$ cat src/rtl/fhc_pkg.sv
package fhc_pkg;

  typedef enum logic [1:0] {
    SEQ_RESET  = 2'd0,
    SEQ_HELD   = 2'd1,
    SEQ_LAUNCH = 2'd2,
    SEQ_RUN    = 2'd3
  } seq_state_e;

  typedef enum logic [1:0] {
    CORE_IN_RESET = 2'b00,
    CORE_HELD     = 2'b01,
    CORE_RUNNING  = 2'b10
  } core_status_e;

  function automatic core_status_e status_of(seq_state_e s);
    case (s)
      SEQ_RESET:  return CORE_IN_RESET;
      SEQ_HELD:   return CORE_HELD;
      default:    return CORE_RUNNING;
    endcase
  endfunction

endpackage

$ cat src/rtl/fhc_sync.sv
// Multi-stage synchronizer with an asynchronous clear to RST_VAL.
module fhc_sync #(
  parameter int   STAGES  = 2,
  parameter logic RST_VAL = 1'b0
) (
  input  logic clk_i,
  input  logic rst_ni,
  input  logic d_i,
  output logic q_o
);

  logic [STAGES-1:0] chain_q;
  logic [STAGES-1:0] chain_d;

  generate
    if (STAGES == 1) begin : g_single
      assign chain_d = d_i;
    end else begin : g_multi
      assign chain_d = {chain_q[STAGES-2:0], d_i};
    end
  endgenerate

  always_ff @(posedge clk_i or negedge rst_ni) begin
    if (!rst_ni) begin
      chain_q <= {STAGES{RST_VAL}};
    end else begin
      chain_q <= chain_d;
    end
  end

  assign q_o = chain_q[STAGES-1];

endmodule

$ cat src/rtl/fhc_seq.sv
// Launch sequencer: reset -> held/launch -> run, one way only.
module fhc_seq
  import fhc_pkg::*;
(
  input  logic       clk_i,
  input  logic       rst_ni,
  input  logic       rel_i,
  input  logic       go_i,
  input  logic       ack_i,
  output seq_state_e state_o,
  output logic       capture_o
);

  seq_state_e state_q;
  seq_state_e state_d;

  always_comb begin
    state_d = state_q;
    case (state_q)
      SEQ_RESET: begin
        if (rel_i) begin
          state_d = go_i ? SEQ_LAUNCH : SEQ_HELD;
        end
      end
      SEQ_HELD: begin
        if (go_i) begin
          state_d = SEQ_LAUNCH;
        end
      end
      SEQ_LAUNCH: begin
        if (ack_i) begin
          state_d = SEQ_RUN;
        end
      end
      SEQ_RUN: begin
        state_d = SEQ_RUN;
      end
      default: begin
        state_d = SEQ_RESET;
      end
    endcase
  end

  always_ff @(posedge clk_i or negedge rst_ni) begin
    if (!rst_ni) begin
      state_q <= SEQ_RESET;
    end else begin
      state_q <= state_d;
    end
  end

  assign state_o   = state_q;
  assign capture_o = (state_q == SEQ_RESET) && rel_i;

endmodule

$ cat src/rtl/fhc_strap_latch.sv
// Holds the strap values captured on the release edge.
module fhc_strap_latch #(
  parameter int BASE_W = 16
) (
  input  logic              clk_i,
  input  logic              rst_ni,
  input  logic              load_i,
  input  logic              lmem_en_i,
  input  logic [BASE_W-1:0] lmem_base_i,
  input  logic              hivec_i,
  output logic              lmem_en_o,
  output logic [BASE_W-1:0] lmem_base_o,
  output logic              hivec_o
);

  logic              en_q,   en_d;
  logic [BASE_W-1:0] base_q, base_d;
  logic              hi_q,   hi_d;

  always_comb begin
    en_d   = en_q;
    base_d = base_q;
    hi_d   = hi_q;
    if (load_i) begin
      en_d   = lmem_en_i;
      base_d = lmem_base_i;
      hi_d   = hivec_i;
    end
  end

  always_ff @(posedge clk_i or negedge rst_ni) begin
    if (!rst_ni) begin
      en_q   <= 1'b0;
      base_q <= '0;
      hi_q   <= 1'b0;
    end else begin
      en_q   <= en_d;
      base_q <= base_d;
      hi_q   <= hi_d;
    end
  end

  assign lmem_en_o   = en_q;
  assign lmem_base_o = base_q;
  assign hivec_o     = hi_q;

endmodule

$ cat src/rtl/fhc_lmem_decode.sv
// Routes slave writes that fall inside the local memory window.
module fhc_lmem_decode #(
  parameter int ADDR_W  = 32,
  parameter int LMEM_AW = 16,
  localparam int BASE_W = ADDR_W - LMEM_AW
) (
  input  logic               en_i,
  input  logic [BASE_W-1:0]  base_i,
  input  logic               active_i,
  input  logic               wr_i,
  input  logic [ADDR_W-1:0]  addr_i,
  output logic               wr_o,
  output logic [LMEM_AW-1:0] offs_o
);

  logic hit;

  assign hit    = (addr_i[ADDR_W-1:LMEM_AW] == base_i);
  assign wr_o   = wr_i && en_i && active_i && hit;
  assign offs_o = addr_i[LMEM_AW-1:0];

endmodule

$ cat src/rtl/fetch_hold_ctrl.sv
module fetch_hold_ctrl
  import fhc_pkg::*;
#(
  parameter int              ADDR_W      = 32,
  parameter int              LMEM_AW     = 16,
  parameter int              SYNC_STAGES = 2,
  parameter int              RST_STAGES  = 2,
  parameter logic [ADDR_W-1:0] LO_VEC    = 32'h0000_0000,
  parameter logic [ADDR_W-1:0] HI_VEC    = 32'hFFFF_0000,
  localparam int             BASE_W      = ADDR_W - LMEM_AW
) (
  input  logic               clk_i,
  input  logic               rst_ni,
  input  logic               halt_ni,
  input  logic               strap_lmem_en_i,
  input  logic [BASE_W-1:0]  strap_lmem_base_i,
  input  logic               strap_hivec_i,
  output logic               fetch_req_o,
  output logic [ADDR_W-1:0]  fetch_addr_o,
  input  logic               fetch_ack_i,
  input  logic               slv_wr_i,
  input  logic [ADDR_W-1:0]  slv_addr_i,
  output logic               lmem_wr_o,
  output logic [LMEM_AW-1:0] lmem_addr_o,
  output logic               lmem_en_o,
  output logic [BASE_W-1:0]  lmem_base_o,
  output logic [1:0]         core_state_o
);

  logic       rel;
  logic       go;
  logic       capture;
  logic       hivec;
  seq_state_e state;

  // Reset release passes through its own synchronizer.
  fhc_sync #(.STAGES(RST_STAGES), .RST_VAL(1'b0)) u_rel_sync (
    .clk_i (clk_i),
    .rst_ni(rst_ni),
    .d_i   (1'b1),
    .q_o   (rel)
  );

  // Halt pin clears to "held" so reset never looks like a release.
  fhc_sync #(.STAGES(SYNC_STAGES), .RST_VAL(1'b0)) u_halt_sync (
    .clk_i (clk_i),
    .rst_ni(rst_ni),
    .d_i   (halt_ni),
    .q_o   (go)
  );

  fhc_seq u_seq (
    .clk_i    (clk_i),
    .rst_ni   (rst_ni),
    .rel_i    (rel),
    .go_i     (go),
    .ack_i    (fetch_ack_i),
    .state_o  (state),
    .capture_o(capture)
  );

  fhc_strap_latch #(.BASE_W(BASE_W)) u_straps (
    .clk_i      (clk_i),
    .rst_ni     (rst_ni),
    .load_i     (capture),
    .lmem_en_i  (strap_lmem_en_i),
    .lmem_base_i(strap_lmem_base_i),
    .hivec_i    (strap_hivec_i),
    .lmem_en_o  (lmem_en_o),
    .lmem_base_o(lmem_base_o),
    .hivec_o    (hivec)
  );

  fhc_lmem_decode #(.ADDR_W(ADDR_W), .LMEM_AW(LMEM_AW)) u_decode (
    .en_i    (lmem_en_o),
    .base_i  (lmem_base_o),
    .active_i(state != SEQ_RESET),
    .wr_i    (slv_wr_i),
    .addr_i  (slv_addr_i),
    .wr_o    (lmem_wr_o),
    .offs_o  (lmem_addr_o)
  );

  assign fetch_req_o  = (state == SEQ_LAUNCH);
  assign fetch_addr_o = hivec ? HI_VEC : LO_VEC;
  assign core_state_o = status_of(state);

endmodule

$ cat config.mk
export PLATFORM = sky130hd
export DESIGN_NAME = fetch_hold_ctrl
export DESIGN_NICKNAME = d
export VERILOG_FILES = /design/src/rtl/fhc_pkg.sv /design/src/rtl/fhc_sync.sv /design/src/rtl/fhc_seq.sv /design/src/rtl/fhc_strap_latch.sv /design/src/rtl/fhc_lmem_decode.sv /design/src/rtl/fetch_hold_ctrl.sv
export SDC_FILE = /design/constraint.sdc
export NUM_CORES = 1
export LEC_CHECK = 0
export BUFFER_PORTS_ARGS = -buffer_cell sky130_fd_sc_hd__buf_2
export CORE_ASPECT_RATIO = 0.5
export CORE_UTILIZATION = 38
export DETAILED_ROUTE_END_ITERATION = 6
export PLACE_DENSITY = 0.8
export SETUP_SLACK_MARGIN = 0.15
export SLEW_MARGIN = 30
export SYNTH_ARGS = -nofsm -noshare
export SYNTH_HDL_FRONTEND = slang
export SYNTH_SLANG_ARGS = --single-unit
$ cat constraint.sdc
create_clock -name clk_i -period 1.9 [get_ports clk_i]
set_input_delay 0.19 -clock clk_i [delete_from_list [all_inputs] [get_ports clk_i]]
set_output_delay 0.19 -clock clk_i [all_outputs]
set_load 0.02 [all_outputs]
==> impl_metrics.env <==
export IMPL_synth_edf_count=0
export IMPL_p_per_area_mw_per_mm2=934
export IMPL_antenna_found_initial=0
export IMPL_p_comb_share_pct=32.3
export IMPL_coreArea_mm2=0.00351
export IMPL_cp_required_ns=1.71
export IMPL_clk_path_buf_depth=2
export IMPL_ant_nets=0
export IMPL_ios=124
export IMPL_p_switching_mw=0.531
export IMPL_violations="setup timing"
export IMPL_via_count=972
export IMPL_synth_mux_area_share_pct=14.2
export IMPL_maxSlewViolCount=0
export IMPL_synth_top_area_share_pct=42.0
export IMPL_grt_pass1_vias=944
export IMPL_numCtsBuffers=3
export IMPL_die_h_um=45.4
export IMPL_row_count=15
export IMPL_finClkSkew_ns=0.00132
export IMPL_ys_ff_latch=24
export IMPL_layout_drive_gt1_share_pct=60.3
export IMPL_ys_top_cells_by_area="dfrtp_1 42%, buf_4 26%, mux2_2 10%"
export IMPL_synthCells=126
export IMPL_grt_max_degree=25
export IMPL_hold_violations=0
export IMPL_yosysWarnings=0
export IMPL_hold_class="primary input to register"
export IMPL_reg2reg_depth=4
export IMPL_status="complete, but fails checks"
export IMPL_syn_to_final_growth_pct=20.1
export IMPL_final_cell_area_mm2=0.00172
export IMPL_internal_power_mw=1.07
export IMPL_seqPwrFrac_pct=40.4
export IMPL_fill_cells=314
export IMPL_grt_pass1_wl_um=4130
export IMPL_detail_route_vias_per_cell=4.32
export IMPL_placedInstanceArea_mm2=0.00159
export IMPL_cap_viol_max_count=0
export IMPL_hold_ws_ns=0.0327
export IMPL_ys_seq_area_share_pct=42.0
export IMPL_synth_top_flop_cell="dfrtp_1"
export IMPL_htree_levels=1
export IMPL_drt_initial_drc_count=32
export IMPL_clock_latency_ns=0.26
export IMPL_synth_top_area_cell="dfrtp_1"
export IMPL_clk_pin_slew_worst_paths_ns=0.08
export IMPL_min_period_ns=2.02
export IMPL_finalCritPeriodShare_pct=106
export IMPL_yosys_area_share_simple_pct=5.07
export IMPL_remaining_drc_errors=0
export IMPL_worstMarginPinSlew_ns=0.527
export IMPL_swShare_pct=33.1
export IMPL_drt_first_pass_iters=4
export IMPL_die_area_mm2=0.00403
export IMPL_syn_area_mm2=0.00143
export IMPL_die_x_um=88.8
export IMPL_routed_wl_um=2920
export IMPL_multi_input_area_um2=561
export IMPL_hp_start="halt_ni"
export IMPL_setup_viol=1
export IMPL_nets=230
export IMPL_clock_sinks=24
export IMPL_arrival_ns=1.83
export IMPL_synth_fa_ha_area_share_pct=0
export IMPL_hold_end="u_halt_sync.chain_q[0]"
export IMPL_synth_distinct_cells=22
export IMPL_postSynth_asyncResetShare_pct=100
export IMPL_dp_hpwl_um=2330
export IMPL_wire_per_inst_um=13.0
export IMPL_numPortBuffers=75
export IMPL_cp_start_kind="register"
export IMPL_cp_end_kind="primary output"
export IMPL_timing_rr_end="u_straps.lmem_base_o[12]"
export IMPL_max_freq_mhz=495
export IMPL_initial_utilization_pct=40.7
export IMPL_yosysMostFrequentCell="buf_4"
export IMPL_r2r_slack_ns=0.45
export IMPL_power_leakage_nw=0.888
export IMPL_maxSlewHeadroom_pct=64.9
export IMPL_rsz0062_at_grt="true"
export IMPL_crit_type="register to primary output"
export IMPL_fin_ws_ns=-0.119
export IMPL_insertedDiodeCount=0
export IMPL_ys_top_cells_by_count="49 x buf_4, 24 x dfrtp_1, 13 x mux2_2, 13 x xnor2_1, 5 x mux2_1"
export IMPL_peakVddDrop_mv=0.325
export IMPL_clkPwrFrac_pct=27.3
export IMPL_synth_compound_area_share_pct=1.84
export IMPL_holdPathStages=1
export IMPL_synth_top_family_by_area="buffers and inverters"
export IMPL_crit_path_max_fanout=3
export IMPL_reg2reg_from="u_seq.state_o[1]"
export IMPL_grt_total_usage_pct=14.0
export IMPL_synthXorXnorAreaFrac_pct=9.80
export IMPL_seq_area_um2=601
export IMPL_cts_tree="built"
export IMPL_grt_ovfl_total=0
export IMPL_place_congestion=0.719
export IMPL_cts_root_buffer="clkbuf_8"
export IMPL_postSynthAreaPerCell_um2=11.4
-- power groups by stage --
stage | registers (mW) | clock network, mW | logic (mW)
4_1_cts | 0.645 | 0.449 | 0.511
2_1_floorplan | 0.727 | 0 | 0.385
3_3_place_gp | 0.648 | 0 | 0.488
5_1_grt | 0.661 | 0.467 | 0.549
6_report | 0.648 | 0.438 | 0.518
3_5_place_dp | 0.654 | 0 | 0.496
-- how the worst max path moves through the flow --
stage	startpoint	end	slack (ns)	cells after the start
after CTS	u_straps.lmem_base_o[8]	lmem_wr_o	-0.14	5
after floorplan	u_straps.lmem_base_o[7]	lmem_wr_o	0.15	4
after global routing	u_straps.lmem_base_o[8]	lmem_wr_o	-0.21	5
after detailed placement	u_straps.lmem_base_o[11]	lmem_wr_o	0.09	5
after global placement	u_straps.lmem_base_o[11]	lmem_wr_o	0.10	5
final	u_straps.lmem_base_o[8]	lmem_wr_o	-0.12	5
-- registers in the layout, indices dropped and copies added, names as in the netlist --
| signal | flops |
|---|---|
| u_straps.hivec_o | 1 |
| u_straps.lmem_base_o | 16 |
| u_seq.state_o | 2 |
| u_rel_sync.chain_q | 2 |
| u_straps.lmem_en_o | 1 |
| u_halt_sync.chain_q | 2 |
-- what timing repair did --
action                                  4_1_cts  5_1_grt
hold buffers                                  1        0
endpoints found under the hold margin        24        0
endpoints found under the setup margin        1        1
pin swaps                                     8        0
setup buffers                                 1        0
resized for setup                             4        3
-- metrics by stage --
stage / setup WS (ns) / power (mW) / util (%) / std cells / setup TNS [ns]
global placement: 0.104 / 1.14 / 45.2 / 219 / 0
floorplan: 0.149 / 1.11 / - / 141 / 0
detailed placement: 0.0859 / 1.15 / 45.2 / 219 / 0
finish: -0.119 / 1.60 / 48.9 / 225 / -0.119
CTS: -0.143 / 1.61 / 48.3 / 225 / -0.143
global route: -0.209 / 1.68 / 48.9 / 225 / -0.209
-- layout make-up --
type | count | area share (%)
sequential | 24 | 35.0
inverter | 1 | 0.218
clock buffer | 3 | 2.40
tap | 51 | 3.71
clock inverter | 1 | 1.75
multi-input combinational | 65 | 32.6
timing repair buffer | 80 | 24.3
-- worst max-delay path, cell delays in order, from the launching register on --
cell and delay (ns):
dfrtp_1 0.42, xnor2_2 0.14, o2111ai_1 0.15, or4_4 0.55, nor4_4 0.13, buf_4 0.17
-- routing by layer --
| metal | global-route usage (%) | up-vias | wire length (um) |
|---|---|---|---|
| met5 | 0 | - | 0 |
| met4 | 4.19 | 0 | 37 |
| met3 | 5.07 | 6 | 210 |
| met2 | 29.2 | 49 | 1720 |
| met1 | 13.1 | 476 | 951 |
| li1 | - | 441 | - |
-- logic make-up after synthesis --
logic type                count (synthesis)
and+or+nand+nor                          10
buffers and inverters                    52
muxes                                    18
AOI/OAI and AO/OA                         4
DFF                                      24
other                                     2
xor gates and xnor gates                 16
-- cells in the final DEF (no fill, tap or decap) --
cell type / synthesis / final
buf_2: 1 / 74
dfrtp_1: 24 / 24
conb_1: 2 / 17
mux2_2: 13 / 13
xnor2_1: 13 / 8
xnor2_2: 0 / 5
mux2_1: 5 / 5
buf_4: 49 / 5
xor2_1: 3 / 3
clkbuf_8: 0 / 3
nor2b_1: 2 / 2
nand4_1: 2 / 2
inv_1: 1 / 1
nor2_1: 1 / 1
o2111ai_1: 1 / 1
nand4_2: 1 / 1
or4_4: 0 / 1
nor4_4: 0 / 1
nor3b_2: 0 / 1
o21ai_0: 1 / 1
nand2_1: 1 / 1
a211oi_1: 1 / 1
a21oi_1: 1 / 1
bufinv_16: 0 / 1
dlygate4sd3_1: 0 / 1
Power figures use the tool's default switching activity.
